File: config.mk
export PLATFORM = sky130hd
export DESIGN_NAME = xfer_req_sampler
export DESIGN_NICKNAME = d
export VERILOG_FILES = /design/src/rtl/xreq_pkg.sv /design/src/rtl/xreq_sync.sv /design/src/rtl/xreq_detect.sv /design/src/rtl/xfer_req_sampler.sv
export SDC_FILE = /design/constraint.sdc
export NUM_CORES = 1
export LEC_CHECK = 0
export BUFFER_PORTS_ARGS = -buffer_cell sky130_fd_sc_hd__buf_2
export CORE_AREA = 2 2 39 41
export CTS_CLUSTER_DIAMETER = 100
export DETAILED_ROUTE_END_ITERATION = 8
export DIE_AREA = 0 0 41 43
export PLACE_DENSITY = 0.6
export SLEW_MARGIN = 20
export SYNTH_ARGS = -nofsm -noshare
export SYNTH_HDL_FRONTEND = slang
export SYNTH_SLANG_ARGS = --single-unit
File: constraint.sdc
create_clock -name clk -period 2.3 [get_ports clk]
set_input_delay 0.345 -clock clk [delete_from_list [all_inputs] [get_ports clk]]
set_output_delay 0.345 -clock clk [all_outputs]
set_load 0.05 [all_outputs]
File: src/rtl/xreq_pkg.sv
package xreq_pkg;
    typedef enum logic [2:0] {
        ST_IDLE  = 3'd0,
        ST_HOLD  = 3'd1,
        ST_REQ   = 3'd2,
        ST_XFER  = 3'd3,
        ST_BURST = 3'd4
    } xreq_state_e;
endpackage

File: src/rtl/xreq_sync.sv
// Shift-register synchronizer for the active-low request pin.
module xreq_sync #(
    parameter int STAGES = 2
) (
    input  logic clk,
    input  logic rst_n,
    input  logic pin_n,
    output logic early_n,
    output logic sync_n
);
    logic [STAGES-1:0] q;

    generate
        if (STAGES == 1) begin : g_one
            always_ff @(posedge clk or negedge rst_n) begin
                if (!rst_n) q <= '1;
                else        q <= pin_n;
            end
        end else begin : g_chain
            always_ff @(posedge clk or negedge rst_n) begin
                if (!rst_n) q <= '1;
                else        q <= {q[STAGES-2:0], pin_n};
            end
        end
    endgenerate

    assign early_n = q[0];
    assign sync_n  = q[STAGES-1];
endmodule

File: src/rtl/xreq_detect.sv
// Selects level or falling-edge recognition of the synchronized pin.
module xreq_detect (
    input  logic clk,
    input  logic rst_n,
    input  logic level_mode,
    input  logic early_n,
    input  logic sync_n,
    output logic hit
);
    logic prev_n;

    always_ff @(posedge clk or negedge rst_n) begin
        if (!rst_n) prev_n <= 1'b1;
        else        prev_n <= sync_n;
    end

    always_comb begin
        if (level_mode) hit = ~early_n;
        else            hit = prev_n & ~sync_n;
    end
endmodule

File: src/rtl/xfer_req_sampler.sv
module xfer_req_sampler
    import xreq_pkg::*;
#(
    parameter int MIN_LAT     = 4,
    parameter int DUAL_GAP    = 2,
    parameter int SYNC_STAGES = 2
) (
    input  logic clk,
    input  logic rst_n,
    input  logic req_pin_n,
    input  logic level_mode,
    input  logic burst,
    input  logic single_addr,
    input  logic cycle_start,
    input  logic chan_en,
    output logic xfer_req,
    output logic ack
);
    localparam int LIM = (MIN_LAT > DUAL_GAP) ? MIN_LAT : DUAL_GAP;
    localparam int CW  = $clog2(LIM + 1);

    logic        early_n, sync_n, hit;
    logic [CW-1:0] cnt;
    logic [CW-1:0] gap_last;
    xreq_state_e state, state_nxt;

    xreq_sync #(.STAGES(SYNC_STAGES)) u_sync (
        .clk     (clk),
        .rst_n   (rst_n),
        .pin_n   (req_pin_n),
        .early_n (early_n),
        .sync_n  (sync_n)
    );

    xreq_detect u_det (
        .clk        (clk),
        .rst_n      (rst_n),
        .level_mode (level_mode),
        .early_n    (early_n),
        .sync_n     (sync_n),
        .hit        (hit)
    );

    assign gap_last = single_addr ? CW'(0) : CW'(DUAL_GAP - 1);

    // Next-state logic
    always_comb begin
        state_nxt = state;
        if (!chan_en) begin
            state_nxt = ST_IDLE;
        end else begin
            unique case (state)
                ST_IDLE:  if (hit) state_nxt = ST_HOLD;
                ST_HOLD:  if (cnt == CW'(MIN_LAT - 1)) state_nxt = ST_REQ;
                ST_REQ:   if (cycle_start)
                              state_nxt = (burst && !level_mode) ? ST_BURST : ST_XFER;
                ST_XFER:  if (cnt == gap_last) state_nxt = ST_IDLE;
                ST_BURST: state_nxt = ST_BURST;
                default:  state_nxt = ST_IDLE;
            endcase
        end
    end

    // State register and dwell counter
    always_ff @(posedge clk or negedge rst_n) begin
        if (!rst_n) begin
            state <= ST_IDLE;
            cnt   <= '0;
        end else begin
            state <= state_nxt;
            if (state_nxt != state)
                cnt <= '0;
            else if (state == ST_HOLD || state == ST_XFER)
                cnt <= cnt + CW'(1);
        end
    end

    // Outputs
    always_ff @(posedge clk or negedge rst_n) begin
        if (!rst_n) ack <= 1'b0;
        else        ack <= chan_en && (state == ST_IDLE) && hit;
    end

    always_comb begin
        xfer_req = (state == ST_REQ) || (state == ST_BURST);
    end
endmodule

==> results of run 1 <==
## synthesized netlist by cell type, drive strengths merged (2+ instances only)
cell / count
xor2: 2
a21oi: 6
inv: 4
nor2: 4
nor2b: 2
nor3: 3
nand2: 3
dfrtp: 7
and3: 2
ha: 2
nand2b: 5
o21ai: 2
nand3b: 2
dfstp: 3
a311oi: 3
## flip-flops by register name, indices dropped and copies added, names as in the netlist
signal / count
u_det.prev_n: 1
cnt: 3
u_sync.q: 2
ack: 1
state: 3
## power breakdown
group | internal (uW) | switching [uW] | total [uW]
clock | 96.4 | 67.6 | 164
sequential | 204 | 27.7 | 231
combinational | 65.7 | 84.3 | 150
## through the flow
| stage | hold WS [ns] | total power, uW | instance area (um2) |
|---|---|---|---|
| 3_3_place_gp | 0.212 | 383 | 619 |
| 3_5_place_dp | 0.212 | 384 | 619 |
| 2_1_floorplan | 0.0494 | 343 | 563 |
| 6_report | 0.166 | 545 | 666 |
| 5_1_grt | 0.150 | 587 | 666 |
| 4_1_cts | 0.161 | 550 | 666 |
## metal layers
| layer | global-route usage (%) | vias up | share of wire, % | wire length, um |
|---|---|---|---|---|
| met3 | 9.42 | 4 | 6.3 | 69 |
| met2 | 25.0 | 13 | 49 | 538 |
| met5 | 0 | - | 0 | 0 |
| li1 | - | 237 | - | - |
| met1 | 17.3 | 235 | 42 | 469 |
| met4 | 8.00 | 0 | 2.4 | 27 |
## worst max-delay path: stages (launching register included)
cell	delay (ns)
dfrtp_1	0.41
ha_1	0.22
ha_1	0.23
nor2b_1	0.14
a311oi_1	0.25
o221ai_1	0.20
nor3_1	0.22
## final cells by class
cell class | instances | area, um2 | area share (%)
Clock buffer | 4 | 36.3 | 5.45
Inverter | 4 | 15.0 | 2.26
Multi-Input combinational cell | 43 | 285 | 42.9
Sequential cell | 10 | 254 | 38.2
Tap cell | 16 | 20.0 | 3.01
Timing Repair Buffer | 10 | 55.1 | 8.27
## cell families (layout without fill, tap and decap cells)
logic type / Yosys count / in the layout / synth area share, %
compound gates: 14 / 14 / 16.7
xor+xnor: 2 / 2 / 3.11
fa+ha+maj: 2 / 2 / 4.44
buf+inv: 6 / 18 / 4.22
flops: 10 / 10 / 45.1
mux: 1 / 1 / 1.78
simple gates: 24 / 24 / 24.7
## worst max-delay path by stage
stage	end	slack (ns)	cells past startpoint
floorplan	xfer_req	0.51	3
global placement	cnt[0]$_DFFE_PN0P_	0.58	6
detailed placement	cnt[0]$_DFFE_PN0P_	0.54	6
CTS	cnt[0]$_DFFE_PN0P_	0.52	6
global route	cnt[0]$_DFFE_PN0P_	0.32	6
finish	cnt[0]$_DFFE_PN0P_	0.53	6
## repair_timing
action                    in CTS  in global routing
hold buffers                   1                  0
hold endpoints to repair       7                  0
resized for setup              0                  0
==> results.toml, run 1 <==
[setup_path]
reg2reg_setup_slack_ns = 0.53
required_ns = 2.48
crit_start = "cnt[0]$_DFFE_PN0P_"
worstReg2RegEnd = "cnt[0]$_DFFE_PN0P_"
worstPathArrival_ns = 1.95
rr_startpoint = "cnt[0]$_DFFE_PN0P_"
crit_fanout = 4
cp-end-kind = "flop"
rr_worst_depth = 6
critPathKind = "reg -> reg"
critPathLaunchType = "flop"

[timing]
fin_ws_ns = 0.530
relSlewSlack_pct = 78.0
slew_violations = 0
post-route-min-period_ns = 1.77
worstMarginPinSlew_ns = 0.329
fmax_mhz = 565
hold_viol = 0
finalSetupTns_ns = 0
fin_crit_sh_pct = 76.9
setup_viol = 0
rsz0062_at_grt = "no"
finClkSkew_ns = 0.0104

[logic_synthesis]
ys.flop_type = "dfrtp_1"
post-synth-top-area-cell = "dfrtp_1"
async_flop_share_pct = 100
synth_cells = 59
netlist-cell-type-count = 25
avgSynthCellArea_um2 = 9.54
synth_top_area_share_pct = 31.1
synth_seq_cells = 10
synth_area_um2 = 563
yosysSeqAreaShare_pct = 45.1
yosys_warnings = 0
synth-edff-count = 0
synth.area.top_cells = "dfrtp_1, dfstp_2, nand2b_1, a21oi_1, a311oi_1"
synthesis.nets = 69

[clock_tree]
h-tree-depth = 1
root_buffer = "clkbuf_4"
numClockSinks = 10
numCtsBuffers = 3
postCtsSetupRepairBufs = 0
cts_tree = "yes"
clkSlewWorstSetupHoldPaths_ns = 0.06
insertion_delay_ns = 0.28
cts_max_path_buffers = 2

[floorplanning]
die_y_um = 43
boundaryPins = 10
rows = 14
die_x_um = 41
core_area_um2 = 1380
die_area_um2 = 1760
initial_core_util_pct = 40.7

[final_layout]
final_cells = 87
final_cell_mix = "buf_2, dfrtp_1, a21oi_1"
syn2layout_area_growth_pct = 18.2
finish.utilization_pct = 48.1
diodes = 0
nets = 82
drive_above_1_share_pct = 23.9
n_fill_cell = 134
layout_commonest_cell = "buf_2"

[detailed_routing]
wire_per_inst_um = 12.7
drtPass1Iterations = 4
ant_nets = 0
vias_per_cell = 5.62
route.vias.total = 489
wirelength_um = 1100
drt-initial-drc-count = 2
drcViolationCount = 0

[global_route]
grt_pass1_vias = 446
grt_max_degree = 13
gr-total-overflow = 0
antenna_found_initial = 0
grt_pass1_wl_um = 1850
grt_usage_pct = 16.4

[power]
p_per_area_nw_per_um2 = 819
peakVddDrop_mv = 0.559
leakage_uw = 0.000309

[worst_hold_path]
min_from = "req_pin_n"
min_to = "u_sync.q[0]$_DFF_PN1_"
hp-class = "in -> reg"
whs_path_depth = 1

[placed_design]
placed_cells = 82
io_buffers = 9
post-place-ws_ns = 0.537
gp_congestion = 0.803
dpl.hpwl_um = 827

[outcome]
status = "finished, final reports clean"

[run]
cap_violations = 0
Note: power is estimated with default switching activity, not from simulation.
==> run 2: changes to the inputs <==
==> constraint.sdc (replaced) <==
create_clock -name clk -period 1.7 [get_ports clk]
set_input_delay 0.255 -clock clk [delete_from_list [all_inputs] [get_ports clk]]
set_output_delay 0.255 -clock clk [all_outputs]
set_load 0.05 [all_outputs]
==> results.toml, run 2 (synthesis gave the netlist of run 1 again) <==
[worst_hold_path]
hp-class = "in -> reg"

[power]
combPwrFrac_pct = 36.5
switching_power_uw = 258
peakVddDrop_mv = 0.642
leakage_uw = 0.000316
sw_frac_of_total_pct = 34.3
seqPwrFrac_pct = 41.2
p_per_area_nw_per_um2 = 1060
internal_power_uw = 495
pwr-share-clk_pct = 22.3

[detailed_routing]
wl_met2_um = 572
drcViolationCount = 0
ant_nets = 0
route.met3.wl_um = 53
drt-initial-drc-count = 8
top_layer = "met4"
wirelength_um = 1150
drtPass1Iterations = 4
wl_met1_um = 511
route.vias.total = 488
vias_per_cell = 5.42
wire_per_inst_um = 12.8

[placed_design]
post-place-ws_ns = 0.0287
placed_cells = 84
gp_congestion = 0.778
io_buffers = 9
dpl.hpwl_um = 817

[global_route]
grt_usage_pct = 16.0
antenna_found_initial = 0
gr-total-overflow = 0
grt_pass1_vias = 439
grt_max_degree = 13
grt_pass1_wl_um = 1810

[run]
cap_violations = 0

[floorplanning]
initial_core_util_pct = 40.7
die_x_um = 41
rows = 14
core_area_um2 = 1380
boundaryPins = 10
die_area_um2 = 1760
die_y_um = 43

[final_layout]
top_regs = "cnt x3, state x3, u_sync.q x2"
final_cells = 90
diodes = 0
nets = 85
drive_above_1_share_pct = 35.1
layout_commonest_cell = "buf_2"
n_fill_cell = 127
syn2layout_area_growth_pct = 26.2
final_cell_mix = "buf_2, dfrtp_1, nand2b_1, a21oi_1"

[setup_path]
worstPathArrival_ns = 1.76
critPathKind = "reg -> reg"
cp-end-kind = "flop"
required_ns = 1.87
critPathLaunchType = "flop"
crit_fanout = 3

[clock_tree]
cts_max_path_buffers = 2
h-tree-depth = 1
insertion_delay_ns = 0.27
numClockSinks = 10
cts_tree = "yes"
root_buffer = "clkbuf_4"
numCtsBuffers = 3
clkSlewWorstSetupHoldPaths_ns = 0.05

[timing]
finClkSkew_ns = 0.0138
worstMarginPinSlew_ns = 0.328
setup_viol = 0
rsz0062_at_grt = "no"
post-route-min-period_ns = 1.59
slew_violations = 0
hold_slack_ns = 0.0949
fin_crit_sh_pct = 93.8
finalSetupTns_ns = 0
relSlewSlack_pct = 77.9
hold_viol = 0
fmax_mhz = 627
fin_ws_ns = 0.106

[outcome]
status = "finished, final reports clean"
run 2: power groups by stage:
stage / Combinational (uW) / Clock, uW / Sequential, uW
global placement: 230 / 0 / 312
detailed placement: 229 / 0 / 312
CTS: 232 / 174 / 308
finish: 275 / 168 / 310
global route: 308 / 186 / 314
floorplan: 158 / 0 / 307
run 2: path summary, 6_finish.rpt:
path | slack [ns] | cells past startpoint | startpoint | to
max | 0.11 | 7 | cnt[1]$_DFFE_PN0P_ | cnt[0]$_DFFE_PN0P_
min | 0.09 | 1 | req_pin_n | u_sync.q[0]$_DFF_PN1_
max reg2reg | 0.11 | 7 | cnt[1]$_DFFE_PN0P_ | cnt[0]$_DFFE_PN0P_
min reg2reg | 0.35 | 0 | u_sync.q[0]$_DFF_PN1_ | u_sync.q[1]$_DFF_PN1_
max in group asynchronous | 1.07 | 2 | rst_n | u_det.prev_n$_DFF_PN1_
min in group asynchronous | 0.36 | 2 | rst_n | state[2]$_DFF_PN0_
run 2: metrics by stage:
| stage | cell area (um2) | util [%] | total power [uW] |
|---|---|---|---|
| floorplan | 567 | - | 466 |
| global placement | 638 | 46.1 | 541 |
| detailed placement | 638 | 46.1 | 541 |
| CTS | 674 | 48.7 | 714 |
| global route | 711 | 51.4 | 808 |
| finish | 711 | 51.4 | 753 |
run 2: worst max-delay path: stages (launching register included):
cell and delay [ns]:
dfrtp_1 0.40, ha_2 0.18, ha_1 0.19, buf_4 0.14, a21oi_1 0.11, a21oi_1 0.05, o32a_1 0.23, nor3_2 0.21
run 2: metal layers:
metal	vias to the layer above	global-route usage [%]
met4	0	8.67
met2	12	21.9
met3	2	8.38
li1	240	-
met5	-	0
met1	234	19.5
run 2: timing repair:
item                                   4_1_cts  5_1_grt
setup endpoints to repair                    0        4
endpoints found under the hold margin        7        0
hold buffers                                 1        0
buffers inserted                             0        1
gates resized for setup                      0        7
run 2: cell type report:
cell class	count	area [um2]	area share, %
flip-flops and latches	10	255	35.9
inverters	4	15.0	2.11
clock buffers	4	26.3	3.70
multi-input cells	43	314	44.2
repair buffers	13	80.1	11.3
well taps	16	20.0	2.82
